## src/rtl/asram_pkg.sv

```systemverilog
package asram_pkg;

  typedef enum logic [1:0] {
    ST_IDLE = 2'd0,
    ST_TURN = 2'd1,
    ST_WR   = 2'd2,
    ST_RD   = 2'd3
  } st_e;

  typedef struct packed {
    logic ce_n;
    logic ce;
    logic oe_n;
    logic we_n;
    logic dq_oe;
  } pins_t;

  localparam pins_t PINS_OFF = '{ce_n: 1'b1, ce: 1'b0, oe_n: 1'b1, we_n: 1'b1, dq_oe: 1'b0};
  localparam pins_t PINS_RD  = '{ce_n: 1'b0, ce: 1'b1, oe_n: 1'b0, we_n: 1'b1, dq_oe: 1'b0};
  localparam pins_t PINS_WR  = '{ce_n: 1'b0, ce: 1'b1, oe_n: 1'b1, we_n: 1'b0, dq_oe: 1'b1};

  function automatic pins_t pins_for(st_e s);
    pins_t p;
    case (s)
      ST_RD:   p = PINS_RD;
      ST_WR:   p = PINS_WR;
      default: p = PINS_OFF;
    endcase
    return p;
  endfunction

endpackage

```

## src/rtl/asram_fsm.sv

```systemverilog
module asram_fsm
  import asram_pkg::*;
#(
  parameter int RD_CYC = 2,
  parameter int WE_CYC = 2,
  parameter int CW     = 2
) (
  input  logic clk,
  input  logic rst,
  input  logic req_valid,
  input  logic req_write,
  output logic ready,
  output logic accept,
  output st_e  st_d,
  output logic rd_done
);

  st_e           st_q;
  logic [CW-1:0] cnt_q, cnt_d;
  logic          last_rd_q;

  localparam logic [CW-1:0] RD_LAST = CW'(RD_CYC - 1);
  localparam logic [CW-1:0] WE_LAST = CW'(WE_CYC - 1);

  assign ready  = (st_q == ST_IDLE);
  assign accept = ready && req_valid;

  always_comb begin
    st_d    = st_q;
    cnt_d   = cnt_q;
    rd_done = 1'b0;
    case (st_q)
      ST_IDLE: begin
        cnt_d = '0;
        if (req_valid) begin
          if (req_write) st_d = last_rd_q ? ST_TURN : ST_WR;
          else           st_d = ST_RD;
        end
      end
      ST_TURN: begin
        cnt_d = '0;
        st_d  = ST_WR;
      end
      ST_WR: begin
        if (cnt_q == WE_LAST) begin
          st_d  = ST_IDLE;
          cnt_d = '0;
        end else begin
          cnt_d = cnt_q + 1'b1;
        end
      end
      ST_RD: begin
        if (cnt_q == RD_LAST) begin
          st_d    = ST_IDLE;
          cnt_d   = '0;
          rd_done = 1'b1;
        end else begin
          cnt_d = cnt_q + 1'b1;
        end
      end
      default: st_d = ST_IDLE;
    endcase
  end

  always_ff @(posedge clk) begin
    if (rst) begin
      st_q      <= ST_IDLE;
      cnt_q     <= '0;
      last_rd_q <= 1'b0;
    end else begin
      st_q  <= st_d;
      cnt_q <= cnt_d;
      if (rd_done)           last_rd_q <= 1'b1;
      else if (st_d == ST_WR) last_rd_q <= 1'b0;
    end
  end

endmodule

```

## src/rtl/asram_pinreg.sv

```systemverilog
module asram_pinreg
  import asram_pkg::*;
#(
  parameter int ADDR_W = 17,
  parameter int DATA_W = 8
) (
  input  logic              clk,
  input  logic              rst,
  input  st_e               st_d,
  input  logic              accept,
  input  logic [ADDR_W-1:0] req_addr,
  input  logic [DATA_W-1:0] req_wdata,
  output logic [ADDR_W-1:0] mem_addr,
  output logic [DATA_W-1:0] mem_dq_out,
  output pins_t             pins
);

  always_ff @(posedge clk) begin
    if (rst) begin
      pins       <= PINS_OFF;
      mem_addr   <= '0;
      mem_dq_out <= '0;
    end else begin
      pins <= pins_for(st_d);
      if (accept) begin
        mem_addr   <= req_addr;
        mem_dq_out <= req_wdata;
      end
    end
  end

endmodule

```

## src/rtl/asram_rdcap.sv

```systemverilog
module asram_rdcap #(
  parameter int DATA_W = 8
) (
  input  logic              clk,
  input  logic              rst,
  input  logic              rd_done,
  input  logic [DATA_W-1:0] dq_in,
  output logic              rsp_valid,
  output logic [DATA_W-1:0] rsp_rdata
);

  always_ff @(posedge clk) begin
    if (rst) begin
      rsp_valid <= 1'b0;
      rsp_rdata <= '0;
    end else begin
      rsp_valid <= rd_done;
      if (rd_done) rsp_rdata <= dq_in;
    end
  end

endmodule

```

## src/rtl/asram_ctl.sv

```systemverilog
module asram_ctl
  import asram_pkg::*;
#(
  parameter int ADDR_W = 17,
  parameter int DATA_W = 8,
  parameter int RD_CYC = 2,
  parameter int WE_CYC = 2
) (
  input  logic              clk,
  input  logic              rst,
  input  logic              req_valid,
  output logic              req_ready,
  input  logic              req_write,
  input  logic [ADDR_W-1:0] req_addr,
  input  logic [DATA_W-1:0] req_wdata,
  output logic              rsp_valid,
  output logic [DATA_W-1:0] rsp_rdata,
  output logic [ADDR_W-1:0] mem_addr,
  output logic              mem_ce_n,
  output logic              mem_ce,
  output logic              mem_oe_n,
  output logic              mem_we_n,
  output logic [DATA_W-1:0] mem_dq_out,
  output logic              mem_dq_oe,
  input  logic [DATA_W-1:0] mem_dq_in
);

  localparam int CNT_MAX = (RD_CYC > WE_CYC) ? RD_CYC : WE_CYC;
  localparam int CW      = (CNT_MAX < 2) ? 1 : $clog2(CNT_MAX);

  st_e   st_d;
  logic  accept;
  logic  rd_done;
  pins_t pins;

  asram_fsm #(
    .RD_CYC(RD_CYC),
    .WE_CYC(WE_CYC),
    .CW    (CW)
  ) u_fsm (
    .clk      (clk),
    .rst      (rst),
    .req_valid(req_valid),
    .req_write(req_write),
    .ready    (req_ready),
    .accept   (accept),
    .st_d     (st_d),
    .rd_done  (rd_done)
  );

  asram_pinreg #(
    .ADDR_W(ADDR_W),
    .DATA_W(DATA_W)
  ) u_pins (
    .clk       (clk),
    .rst       (rst),
    .st_d      (st_d),
    .accept    (accept),
    .req_addr  (req_addr),
    .req_wdata (req_wdata),
    .mem_addr  (mem_addr),
    .mem_dq_out(mem_dq_out),
    .pins      (pins)
  );

  asram_rdcap #(
    .DATA_W(DATA_W)
  ) u_rdcap (
    .clk      (clk),
    .rst      (rst),
    .rd_done  (rd_done),
    .dq_in    (mem_dq_in),
    .rsp_valid(rsp_valid),
    .rsp_rdata(rsp_rdata)
  );

  assign mem_ce_n  = pins.ce_n;
  assign mem_ce    = pins.ce;
  assign mem_oe_n  = pins.oe_n;
  assign mem_we_n  = pins.we_n;
  assign mem_dq_oe = pins.dq_oe;

endmodule

```

## config.mk

```make
export PLATFORM = sky130hd
export DESIGN_NAME = asram_ctl
export DESIGN_NICKNAME = d
export VERILOG_FILES = /design/src/rtl/asram_pkg.sv /design/src/rtl/asram_fsm.sv /design/src/rtl/asram_pinreg.sv /design/src/rtl/asram_rdcap.sv /design/src/rtl/asram_ctl.sv
export SDC_FILE = /design/constraint.sdc
export NUM_CORES = 1
export LEC_CHECK = 0
export BUFFER_PORTS_ARGS = -buffer_cell sky130_fd_sc_hd__buf_2
export CORE_UTILIZATION = 40
export DETAILED_ROUTE_END_ITERATION = 7
export PLACE_DENSITY = 0.77
export SYNTH_ARGS = -nofsm -noshare
export SYNTH_HDL_FRONTEND = slang
export SYNTH_SLANG_ARGS = --single-unit
```

## constraint.sdc

```tcl
create_clock -name clk -period 1.2 [get_ports clk]
set_clock_uncertainty 0.05 [all_clocks]
set_input_delay 0.18 -clock clk [delete_from_list [all_inputs] [get_ports clk]]
set_output_delay 0.18 -clock clk [all_outputs]
set_load 0.02 [all_outputs]
```

==> out/results.txt <==
Min-Delay Startpoint: mem_dq_in[0]
Total routed wirelength: 3.39 mm
Fin nets: 297
Global route overflow: 0
Clk sink count: 43
CTS Buffer Depth: 2
Max FO, Critical Path: 10
Critical Setup Path Class: reg -> reg
FF-to-FF path depth: 6
Die X: 64.0 microns
RSZ-0062 raised after global routing: yes
Maximum capacitance violations: 0
Maximum clock rate: 791 MHz
Final Critical Period: 1260 ps
Routed WL per cell: 11.0 microns
Ys flop type: dfxtp_1
Drt pass-1 iters: 4
Initial antenna violation count: 0
Launch point of the worst reg-to-reg path: u_fsm.st_q[0]$_SDFF_PP0_
Latest clock arrival within the worst-skew pair: 280 ps
Final worst-path setup slack: -64.5 ps
Worst-path cell chain: buf_6 > nor3b_4 > buf_6 > buf_12 > nand2_1 > a21oi_2
Post-synth cell types: 22
Failing checks: negative setup slack
Final Max Tran Viols: 0
Top-count cell post-synth: nand2_1
Remaining DRCs: 0
Setup-failing EPs final: 28
Commonest cells in the netlist: nand2_1, dfxtp_1, a21oi_1, buf_6, nor2_1
Synth Area per Inst: 8.83 sq um
Slew at the pin closest to its max-slew limit: 283 ps
Critical path's largest stage delay: 320 ps
R2r setup slk: -60 ps
Core Region: 3660 sq um
Worst hold path type: in -> reg
Outcome: finished with violations
Die area: 4090 sq um
Gr usage total: 16.8%
Iter 0 DRT Violations: 86
FFs w/ async S/R, synth: 0%
Worst vdd ir: 719 uV
Number of port buffers: 76
Area Growth Syn to Fin: 44.1%
DP Area: 1990 sq um
Number of H-tree levels: 2
Number of flops mapped to enable cells by yosys: 0
CTS tree: done
Total power: 3030 uW
RePlAce Congestion: 0.758
Root Buffer: clkbuf_8
Sequential fraction of the synthesis area: 56.0%
Synthesized area: 1540 sq um
Height of the chip: 64.0 microns
Final instance area: 2210 sq um
CP endpoint kind: flip-flop
Critical path required time: 1370 ps
Crit share post-route: 105%
Routed via count: 1431
CTS buffer count: 5
Crit-path most repeated cell: buf_6
I/O pin count: 77
LEAKAGE: 0.00101 uW
Seq cells post-synth: 43
Post-DP HPWL: 2.28 mm
Slew HR: 81.1%
Site row count: 22
Share of cells above drive strength 1: 44.1%
Ant diodes: 0
Top cells by area, synth: dfxtp_1, nand2_1, a21oi_1
CP startpoint kind: flip-flop
Ys Warns: 0
WP depth: 6
First-pass GRT wire length: 5.26 mm
Slowest stage cell, crit path: dfxtp_2
Synth Instances: 174
Hold path depth: 3
Power Dens Cells: 1370 nW/um^2
Hold endpoint: u_rdcap.rsp_rdata[0]$_SDFFE_PP0P_
Clock-pin slew on the worst setup and hold paths: 70 ps
Vias in the first global route: 1218
Total nets after synthesis: 211
Vias/cell: 4.63
Worst R2R End: u_pins.mem_addr[4]$_SDFFE_PP0P_
Yosys top cell by area: dfxtp_1
Final setup TNS: -756 ps
Critical path's top delay family: buffers and inverters
Remaining antenna violation count after routing: 0
Crit path DAT: 1430 ps
Initial Util: 42.0%
Share of the synthesized area in the top cell type: 56.0%
Cts hold-fix bufs: 0
Place WS: -50.9 ps
Pin count of the biggest net entering global routing: 26
Worst Path Buf+Inv: 3
Hold Vio Cnt, Final: 0
## how the worst max path moves through the flow
stage                     slack (ps)                           endpoint                startpoint
after floorplan                 -120    u_pins.mem_addr[0]$_SDFFE_PP0P_  u_fsm.st_q[1]$_SDFF_PP0_
after global placement            -9  u_pins.mem_dq_out[4]$_SDFFE_PP0P_  u_fsm.st_q[1]$_SDFF_PP0_
after detailed placement         -50    u_pins.mem_addr[4]$_SDFFE_PP0P_  u_fsm.st_q[0]$_SDFF_PP0_
after CTS                        -70    u_pins.mem_addr[4]$_SDFFE_PP0P_  u_fsm.st_q[1]$_SDFF_PP0_
after global routing            -140   u_pins.mem_addr[11]$_SDFFE_PP0P_  u_fsm.st_q[0]$_SDFF_PP0_
final                            -60    u_pins.mem_addr[4]$_SDFFE_PP0P_  u_fsm.st_q[0]$_SDFF_PP0_
## registers in the layout, indices dropped and copies added, names as in the netlist
register	count
u_pins.mem_addr	17
u_pins.mem_dq_out	8
u_rdcap.rsp_rdata	8
u_pins.pins	5
u_fsm.st_q	2
u_fsm.cnt_q	1
u_fsm.last_rd_q	1
u_rdcap.rsp_valid	1
## logic make-up (layout without fill, tap and decap cells)
kind of cell / count (synthesis) / count (layout) / synth area share, %
AO/OA/AOI/OAI: 39 / 39 / 15.6
flip-flops: 43 / 43 / 56.0
buffers and inverters: 12 / 99 / 6.51
AND/OR/NAND/NOR: 80 / 80 / 21.8
## cell usage in the layout, fill, tap and decap left out, types with 2 or more instances in the layout
master	Yosys	layout
buf_2	2	75
nand2_1	68	67
dfxtp_1	43	40
a21oi_1	33	26
a21oi_2	0	7
clkbuf_8	0	7
buf_6	4	7
buf_4	0	5
nor2_1	4	3
buf_12	0	3
dfxtp_2	0	3
nand2b_1	2	2
## report_power, final
| part | leakage [uW] | internal (uW) | total, uW | switching (uW) |
|---|---|---|---|---|
| Combinational | 0.000608 | 236 | 526 | 291 |
| Sequential | 0.000353 | 1500 | 1540 | 35.4 |
| Clock | 0.0000515 | 525 | 968 | 443 |
## per-layer routing
layer	GRT usage (%)	part of all wire [%]
met5	0	0
met4	5.97	1.2
met3	5.36	6.2
met2	29.7	49
met1	18.7	43
## timing repair
action,in CTS,in global routing
pin swaps,2,7
gates resized for setup,11,13
buffers inserted,3,2
endpoints found under the setup margin,37,41
gates cloned,1,0
## worst reg2reg max path, stage by stage (launching register included)
cell and delay (ps):
dfxtp_2 320, buf_6 120, nor3b_4 250, buf_6 150, buf_12 120, nand2_1 70
a21oi_2 110
## stage by stage
stage          cells  hold slack (ps)  util, %
2_1_floorplan    174              207        -
3_3_place_gp     296              371     54.3
3_5_place_dp     296              377     54.3
4_1_cts          308             69.2     59.4
5_1_grt          309             68.6     60.5
6_report         309             76.6     60.5
## area by class of cell
cell class / count / area [sq um]
inverters: 1 / 3.75
well taps: 48 / 60.1
flip-flops and latches: 43 / 865
multi-input cells: 119 / 633
fillers: 338 / 1450
clock buffers: 8 / 100
repair buffers: 90 / 552
Note: power is estimated with default switching activity, not from simulation.
